[src/rtl/status_pin_pkg.sv]
package status_pin_pkg;
  localparam int unsigned SEL_W  = 3;
  localparam int unsigned NUM_IO = 2;

  typedef enum logic [SEL_W-1:0] {
    SRC_OFF    = 3'b000,
    SRC_UNLOCK = 3'b001,
    SRC_DONE   = 3'b010,
    SRC_IO1    = 3'b100,
    SRC_IO2    = 3'b101
  } src_e;
endpackage

[src/rtl/spc_edge_det.sv]
module spc_edge_det #(
  parameter int unsigned N = 3
) (
  input  logic         clk_i,
  input  logic         rst_ni,
  input  logic [N-1:0] sig_i,
  output logic [N-1:0] rise_o,
  output logic [N-1:0] fall_o
);
  logic [N-1:0] sig_q;

  for (genvar g = 0; g < N; g++) begin : g_bit
    always_ff @(posedge clk_i or negedge rst_ni) begin
      if (!rst_ni) sig_q[g] <= 1'b0;
      else         sig_q[g] <= sig_i[g];
    end
    assign rise_o[g] = sig_i[g] & ~sig_q[g];
    assign fall_o[g] = ~sig_i[g] & sig_q[g];
  end
endmodule

[src/rtl/spc_done_track.sv]
module spc_done_track (
  input  logic clk_i,
  input  logic rst_ni,
  input  logic start_i,
  input  logic ce_rise_i,
  input  logic done_i,
  output logic flag_nxt_o,
  output logic flag_q_o
);
  logic clr;
  assign clr = start_i | ce_rise_i;

  // clear wins over done
  always_comb begin
    if (clr)         flag_nxt_o = 1'b0;
    else if (done_i) flag_nxt_o = 1'b1;
    else             flag_nxt_o = flag_q_o;
  end

  always_ff @(posedge clk_i or negedge rst_ni) begin
    if (!rst_ni) flag_q_o <= 1'b0;
    else         flag_q_o <= flag_nxt_o;
  end

  assert_done_sets_R3: assert property (@(posedge clk_i) disable iff (!rst_ni)
    (done_i && !start_i && !ce_rise_i) |=> flag_q_o);
  assert_clear_wins_R11: assert property (@(posedge clk_i) disable iff (!rst_ni)
    (start_i || ce_rise_i) |=> !flag_q_o);
  assert_flag_holds_R4: assert property (@(posedge clk_i) disable iff (!rst_ni)
    (!start_i && !ce_rise_i && !done_i) |=> $stable(flag_q_o));
endmodule

[src/rtl/spc_sdo_hold.sv]
module spc_sdo_hold (
  input  logic clk_i,
  input  logic rst_ni,
  input  logic load_i,
  input  logic sdo_i,
  output logic bit_nxt_o
);
  logic bit_q;

  assign bit_nxt_o = load_i ? sdo_i : bit_q;

  always_ff @(posedge clk_i or negedge rst_ni) begin
    if (!rst_ni) bit_q <= 1'b1;
    else         bit_q <= bit_nxt_o;
  end

  assert_hold_R9: assert property (@(posedge clk_i) disable iff (!rst_ni)
    !load_i |=> (bit_q == $past(bit_q)));
endmodule

[src/rtl/spc_src_mux.sv]
module spc_src_mux
  import status_pin_pkg::*;
#(
  parameter int unsigned IO_N = NUM_IO
) (
  input  logic [SEL_W-1:0] sel_i,
  input  logic             ce_i,
  input  logic             xfer_out_i,
  input  logic             unlock_i,
  input  logic             flag_i,
  input  logic [IO_N-1:0]  io_lvl_i,
  input  logic [IO_N-1:0]  io_out_i,
  input  logic             sdo_bit_i,
  output logic             pull_o
);
  logic [IO_N-1:0] io_pull;

  for (genvar g = 0; g < IO_N; g++) begin : g_io
    assign io_pull[g] = ~io_out_i[g] & ~io_lvl_i[g];
  end

  always_comb begin
    pull_o = 1'b0;
    if (ce_i) begin
      pull_o = xfer_out_i & ~sdo_bit_i;
    end else begin
      case (sel_i)
        SRC_UNLOCK: pull_o = unlock_i;
        SRC_DONE:   pull_o = flag_i;
        SRC_IO1:    pull_o = io_pull[0];
        SRC_IO2:    pull_o = io_pull[IO_N-1];
        default:    pull_o = 1'b0;
      endcase
    end
  end
endmodule

[src/rtl/status_pin_ctrl.sv]
module status_pin_ctrl
  import status_pin_pkg::*;
(
  input  logic             clk_i,
  input  logic             rst_ni,
  input  logic             ce_i,
  input  logic             sclk_i,
  input  logic             xfer_out_i,
  input  logic [SEL_W-1:0] sel_i,
  input  logic             unlock_i,
  input  logic             cnt_en_i,
  input  logic             cnt_done_i,
  input  logic             io1_lvl_i,
  input  logic             io2_lvl_i,
  input  logic             io1_out_i,
  input  logic             io2_out_i,
  input  logic             sdo_i,
  output logic             pull_o,
  output logic             rel_o
);
  localparam int unsigned EDGE_N = 3;
  localparam int unsigned E_CE   = 0;
  localparam int unsigned E_SCLK = 1;
  localparam int unsigned E_CNT  = 2;

  logic [EDGE_N-1:0] edge_sig, rise, fall;
  logic flag_nxt, flag_q, sdo_load, sdo_nxt, pull_d, pull_q;

  assign edge_sig = {cnt_en_i, sclk_i, ce_i};

  spc_edge_det #(.N(EDGE_N)) u_edge (
    .clk_i (clk_i),
    .rst_ni(rst_ni),
    .sig_i (edge_sig),
    .rise_o(rise),
    .fall_o(fall)
  );

  spc_done_track u_done (
    .clk_i     (clk_i),
    .rst_ni    (rst_ni),
    .start_i   (rise[E_CNT]),
    .ce_rise_i (rise[E_CE]),
    .done_i    (cnt_done_i),
    .flag_nxt_o(flag_nxt),
    .flag_q_o  (flag_q)
  );

  assign sdo_load = rise[E_CE] | (ce_i & fall[E_SCLK]);

  spc_sdo_hold u_sdo (
    .clk_i    (clk_i),
    .rst_ni   (rst_ni),
    .load_i   (sdo_load),
    .sdo_i    (sdo_i),
    .bit_nxt_o(sdo_nxt)
  );

  spc_src_mux #(.IO_N(NUM_IO)) u_mux (
    .sel_i     (sel_i),
    .ce_i      (ce_i),
    .xfer_out_i(xfer_out_i),
    .unlock_i  (unlock_i),
    .flag_i    (flag_nxt),
    .io_lvl_i  ({io2_lvl_i, io1_lvl_i}),
    .io_out_i  ({io2_out_i, io1_out_i}),
    .sdo_bit_i (sdo_nxt),
    .pull_o    (pull_d)
  );

  always_ff @(posedge clk_i or negedge rst_ni) begin
    if (!rst_ni) pull_q <= 1'b0;
    else         pull_q <= pull_d;
  end

  assign pull_o = pull_q;
  assign rel_o  = ~pull_q;

  assert_reset_release_R1: assert property (@(posedge clk_i)
    !rst_ni |-> !pull_o);
  assert_unlock_follow_R2: assert property (@(posedge clk_i) disable iff (!rst_ni)
    (!ce_i && sel_i == SRC_UNLOCK) |=> (pull_o == $past(unlock_i)));
  assert_io_out_release_R6: assert property (@(posedge clk_i) disable iff (!rst_ni)
    (!ce_i && ((sel_i == SRC_IO1 && io1_out_i) || (sel_i == SRC_IO2 && io2_out_i)))
      |=> !pull_o);
  assert_write_release_R8: assert property (@(posedge clk_i) disable iff (!rst_ni)
    (ce_i && !xfer_out_i) |=> !pull_o);
  assert_ce_clears_R5: assert property (@(posedge clk_i) disable iff (!rst_ni)
    ($rose(ce_i) && !xfer_out_i) ##1 (!ce_i && sel_i == SRC_DONE && !cnt_done_i) |=> !pull_o);
endmodule

[config.mk]
export PLATFORM = sky130hd
export DESIGN_NAME = status_pin_ctrl
export DESIGN_NICKNAME = d
export VERILOG_FILES = /design/src/rtl/status_pin_pkg.sv /design/src/rtl/spc_edge_det.sv /design/src/rtl/spc_done_track.sv /design/src/rtl/spc_sdo_hold.sv /design/src/rtl/spc_src_mux.sv /design/src/rtl/status_pin_ctrl.sv
export SDC_FILE = /design/constraint.sdc
export NUM_CORES = 1
export LEC_CHECK = 0
export BUFFER_PORTS_ARGS = -buffer_cell sky130_fd_sc_hd__buf_4
export CAP_MARGIN = 25
export CORE_AREA = 2 2 39 41
export DETAILED_ROUTE_END_ITERATION = 10
export DIE_AREA = 0 0 41 43
export GPL_TIMING_DRIVEN = 1
export SLEW_MARGIN = 10
export SYNTH_ARGS = -nofsm -noshare
export SYNTH_HDL_FRONTEND = slang
export SYNTH_SLANG_ARGS = --single-unit
[constraint.sdc]
create_clock -name clk_i -period 1.45 [get_ports clk_i]
set_input_delay 0.145 -clock clk_i [delete_from_list [all_inputs] [get_ports clk_i]]
set_output_delay 0.145 -clock clk_i [all_outputs]
set_load 0.005 [all_outputs]
==> results by stage <==
Synth:
- The xor-xnor portion of the synthesized cell area is 0.
- The warning count from the yosys run is 0.
- The number of nets handed over by synthesis was 42.
- The number of distinct library cell variants in the gate-level netlist after synthesis is 15.
- The post-synthesis simple-gate area fraction is 0.123.
- The combinational family with the most area after synthesis is compound AO/OA/AOI/OAI gates.
- The average instance in the mapped netlist occupies 10.5 um^2.
- The synthesized-area fraction occupied by ao, oa, aoi and oai cells is 0.192.
- Summing every instance area after synthesis gives 274 um^2.
- The portion of the post-synthesis area used by sequential elements is 0.553.
- The synthesized-area fraction occupied by adder cells is 0.
- The gate count after technology mapping is 26.
- The mux contribution to synthesized area is 0.0776.
- Counting flops and latches in the post-synthesis netlist gives 6.

Worst setup path:
- The start-to-end type of the worst setup path is register to register.
- The worst reg-to-reg path cell count is 4.
- The critical register-to-register path endpoint is pull_o.
- Along the worst path, the maximum fanout reaches 2.
- Data on the critical path is required at its endpoint by 1.58 ns.
- The register-to-register setup slack is 0.25 ns.
- In this run the worst setup path terminates at pull_o.
- The origin of the critical flop-to-flop path is u_edge.sig_q[1].
- The critical path endpoint category is a register.
- For the worst setup path, the data arrival time is 1.33 ns.
- The startpoint type of the worst setup path is a register.
- In this run the worst setup path begins at u_edge.sig_q[1].

Timing:
- The total negative slack for setup checks is 0 ns.
- Clock skew on the completed layout was measured at 0.00597 ns.
- In the finished design, the share of the clock period the worst path needs comes to 0.829.
- The worst hold margin is 0.0228 ns.
- The slew at the pin closest to its max-slew limit is 0.281 ns.
- The number of max-slew violations in the final report is 0.
- The tightest slew margin relative to the limit is 0.811.
- The time the worst path needs with I/O delays and setup is 1.20 ns.
- Setup repair after global routing left no endpoint under its margin.
- The final-report hold violation count was 0.
- The least setup slack across all paths after layout is 0.248 ns.
- The setup violation total in the final timing report is 0.
- The maximum clock frequency is 832 MHz.

Detailed routing:
- Using the TritonRoute via totals, the vias-per-cell ratio works out to 4.11.
- In the final routing, the length of wire on met1 measures 305 um.
- Wires add up to 607 um.
- The detailed-routed wire length on met2 is 256 um.
- The total vias in the final route is 263.
- Signal routing reaches up to met4.
- Dividing the detail-routed wire length by the instance count gives 9.48 um.
- For this run, design rule violations remaining after detail routing come to 0.
- The initial detailed-routing violation count is 1.
- The first-pass detailed-route iteration total is 2.
- The post-route antenna net violation count is 0.
- Summed over all nets, wire length on met3 after detailed routing comes to 37 um.

Final layout:
- The area growth from synthesis to layout is 67.1%.
- The final antenna diode count is 0.
- In the final layout, flip-flops and latches occupy 151 um^2.
- Fill cells in the final layout number 143.
- Summing all multi-input logic gate instances after layout gives 108 um^2.
- The design area is 458 um^2.
- The number of nets in the finished design is 65.
- The fraction of layout cells with a size suffix above 1 is 0.500.

CTS:
- The largest buffer count on any clock path is 2.
- In this run, post-CTS repair resized a total of 0 instances.
- The total clock sinks is 6.
- TritonCTS created 3 clock buffers.
- In this run the number of H-tree levels came out at 1.
- The clock latency on the worst-skew pair is 0.24 ns.
- The clock-pin slew reported for the worst setup and hold paths after clock tree synthesis is 0.05 ns.
- The root cell of the clock tree is sky130_fd_sc_hd__clkbuf_4.
- TritonCTS built the clock tree.
- Buffers added to address setup during post-CTS repair amount to 0.

Global routing:
- The via count of the first global-routing pass is 251.
- The global-route wire length before repair is 1000 um.
- The total overflow reported by the global router is 0.
- The overall routing resource usage is 0.0850.
- The number of antenna violations at the first check in global routing was 0.
- Entering global routing, the biggest net connects 7 pins.

Power and ir drop:
- VDD sags by at most 353 uV.
- The power density relative to cell area is 943 mW/mm^2.
- The proportion of power drawn by flip-flops and latches is 0.440.
- The share of total power dissipated in combinational logic is 0.177.
- The analysis attributes to cell leakage a power of 0.226 nW.
- The switching power share of the total is 0.218.
- Of the total power, the clock network draws 0.383.
- The internal cell power is 0.337 mW.
- The net switching power is 0.0943 mW.

Placed design:
- The count of buffers added on input and output ports is 17.
- The wire-length estimate of the detail-placed layout is 490 um.
- OpenSTA, run right after detailed placement, puts the worst setup slack at 0.246 ns.
- The cell area after placement is 422 um^2.
- The last weighted congestion value of the routability-driven placer is 0.729.

Flow run:
- The tool flagged a number of max-cap violations equal to 0.

Min path:
- The class of the tightest hold or removal check is input port to register.

Floorplan:
- The die covers 0.00176 mm^2.
- In this run the horizontal extent of the chip is 41 um.
- The area of the core region is 0.00138 mm^2.
- After floorplanning, the core was divided into 14 placement rows.
- The overall die height is 43 um.
- The initial core utilization is 0.198.
- 18 I/O pins were placed.

Status:
- The flow ran to the end, and the final reports show no timing, DRC or antenna violations.
power groups by stage:
| stage | clock (mW) | combinational (mW) | sequential [mW] |
|---|---|---|---|
| finish | 0.166 | 0.0763 | 0.190 |
| global placement | 0 | 0.0748 | 0.192 |
| CTS | 0.177 | 0.0777 | 0.190 |
| floorplan | 0 | 0.0254 | 0.191 |
| global route | 0.188 | 0.0845 | 0.192 |
| detailed placement | 0 | 0.0752 | 0.192 |
critical path, stage by stage (launching register included):
cell,delay (ns)
sky130_fd_sc_hd__dfrtp_1,0.32
sky130_fd_sc_hd__inv_1,0.03
sky130_fd_sc_hd__o21ai_0,0.24
sky130_fd_sc_hd__mux2i_1,0.12
sky130_fd_sc_hd__a311o_2,0.38
worst min-delay path by stage:
stage               slack (ns)  startpoint              end  cells past startpoint
finish                    0.02      sclk_i  u_edge.sig_q[1]                      1
global route             0.009      sclk_i  u_edge.sig_q[1]                      1
CTS                       0.01      sclk_i  u_edge.sig_q[1]                      1
detailed placement       -0.04      rst_ni  u_edge.sig_q[2]                      1
global placement         -0.04      rst_ni  u_edge.sig_q[2]                      1
floorplan                -0.15      rst_ni           pull_o                      0
cells in the final DEF, fill, tap and decap left out, drive strengths merged:
master	Yosys	routed
o211ai	1	1
a211oi	1	1
dfstp	1	1
dlygate4sd3	0	1
mux2i	1	1
mux2	1	1
buf	0	17
a21oi	2	2
nor3	1	1
a311o	1	1
inv	4	4
nand2	2	2
clkbuf	0	4
or4b	1	1
dfrtp	5	5
o21ai	1	1
nor2	3	3
o22ai	1	1
registers in the layout (all words and copies together), names as in the netlist:
| signal | count |
|---|---|
| u_sdo.bit_q | 1 |
| u_done.flag_q_o | 1 |
| pull_o | 1 |
| u_edge.sig_q | 3 |
area by class of cell:
| cell class | count | area share |
|---|---|---|
| Multi-Input combinational cell | 16 | 0.235 |
| Timing Repair Buffer | 18 | 0.301 |
| Clock buffer | 4 | 0.0574 |
| Inverter | 4 | 0.0328 |
| Tap cell | 16 | 0.0437 |
| Sequential cell | 6 | 0.331 |
logic make-up after synthesis:
logic type / Yosys count
flops: 6
buf+inv: 4
mux: 2
compound gates: 7
simple gates: 7
layer usage:
layer | track usage | up-vias
met5 | 0 | -
met4 | 0.0600 | 0
met3 | 0.0314 | 2
met2 | 0.109 | 8
met1 | 0.112 | 118
li1 | - | 135
stage by stage:
step | instances | total power, mW | utilization
3_5_place_dp | 59 | 0.267 | 0.305
3_3_place_gp | 59 | 0.267 | 0.305
4_1_cts | 64 | 0.445 | 0.331
6_report | 64 | 0.432 | 0.331
2_1_floorplan | 26 | 0.217 | -
5_1_grt | 64 | 0.465 | 0.331
what timing repair did:
| item | in CTS | in global routing |
|---|---|---|
| endpoints found under the setup margin | 0 | 0 |
| hold endpoints to repair | 6 | 0 |
| hold buffers | 1 | 0 |
cell usage after synthesis (all sizes together):
cell type | n | area (um^2)
nand2 | 2 | 7.51
mux2 | 1 | 11.3
o211ai | 1 | 7.51
nor2 | 3 | 11.3
a211oi | 1 | 12.5
dfrtp | 5 | 125
dfstp | 1 | 26.3
o21ai | 1 | 5.00
or4b | 1 | 10.0
a311o | 1 | 11.3
mux2i | 1 | 10.0
a21oi | 2 | 10.0
inv | 4 | 15.0
nor3 | 1 | 5.00
o22ai | 1 | 6.26
Note: power is estimated with default switching activity, not from simulation.
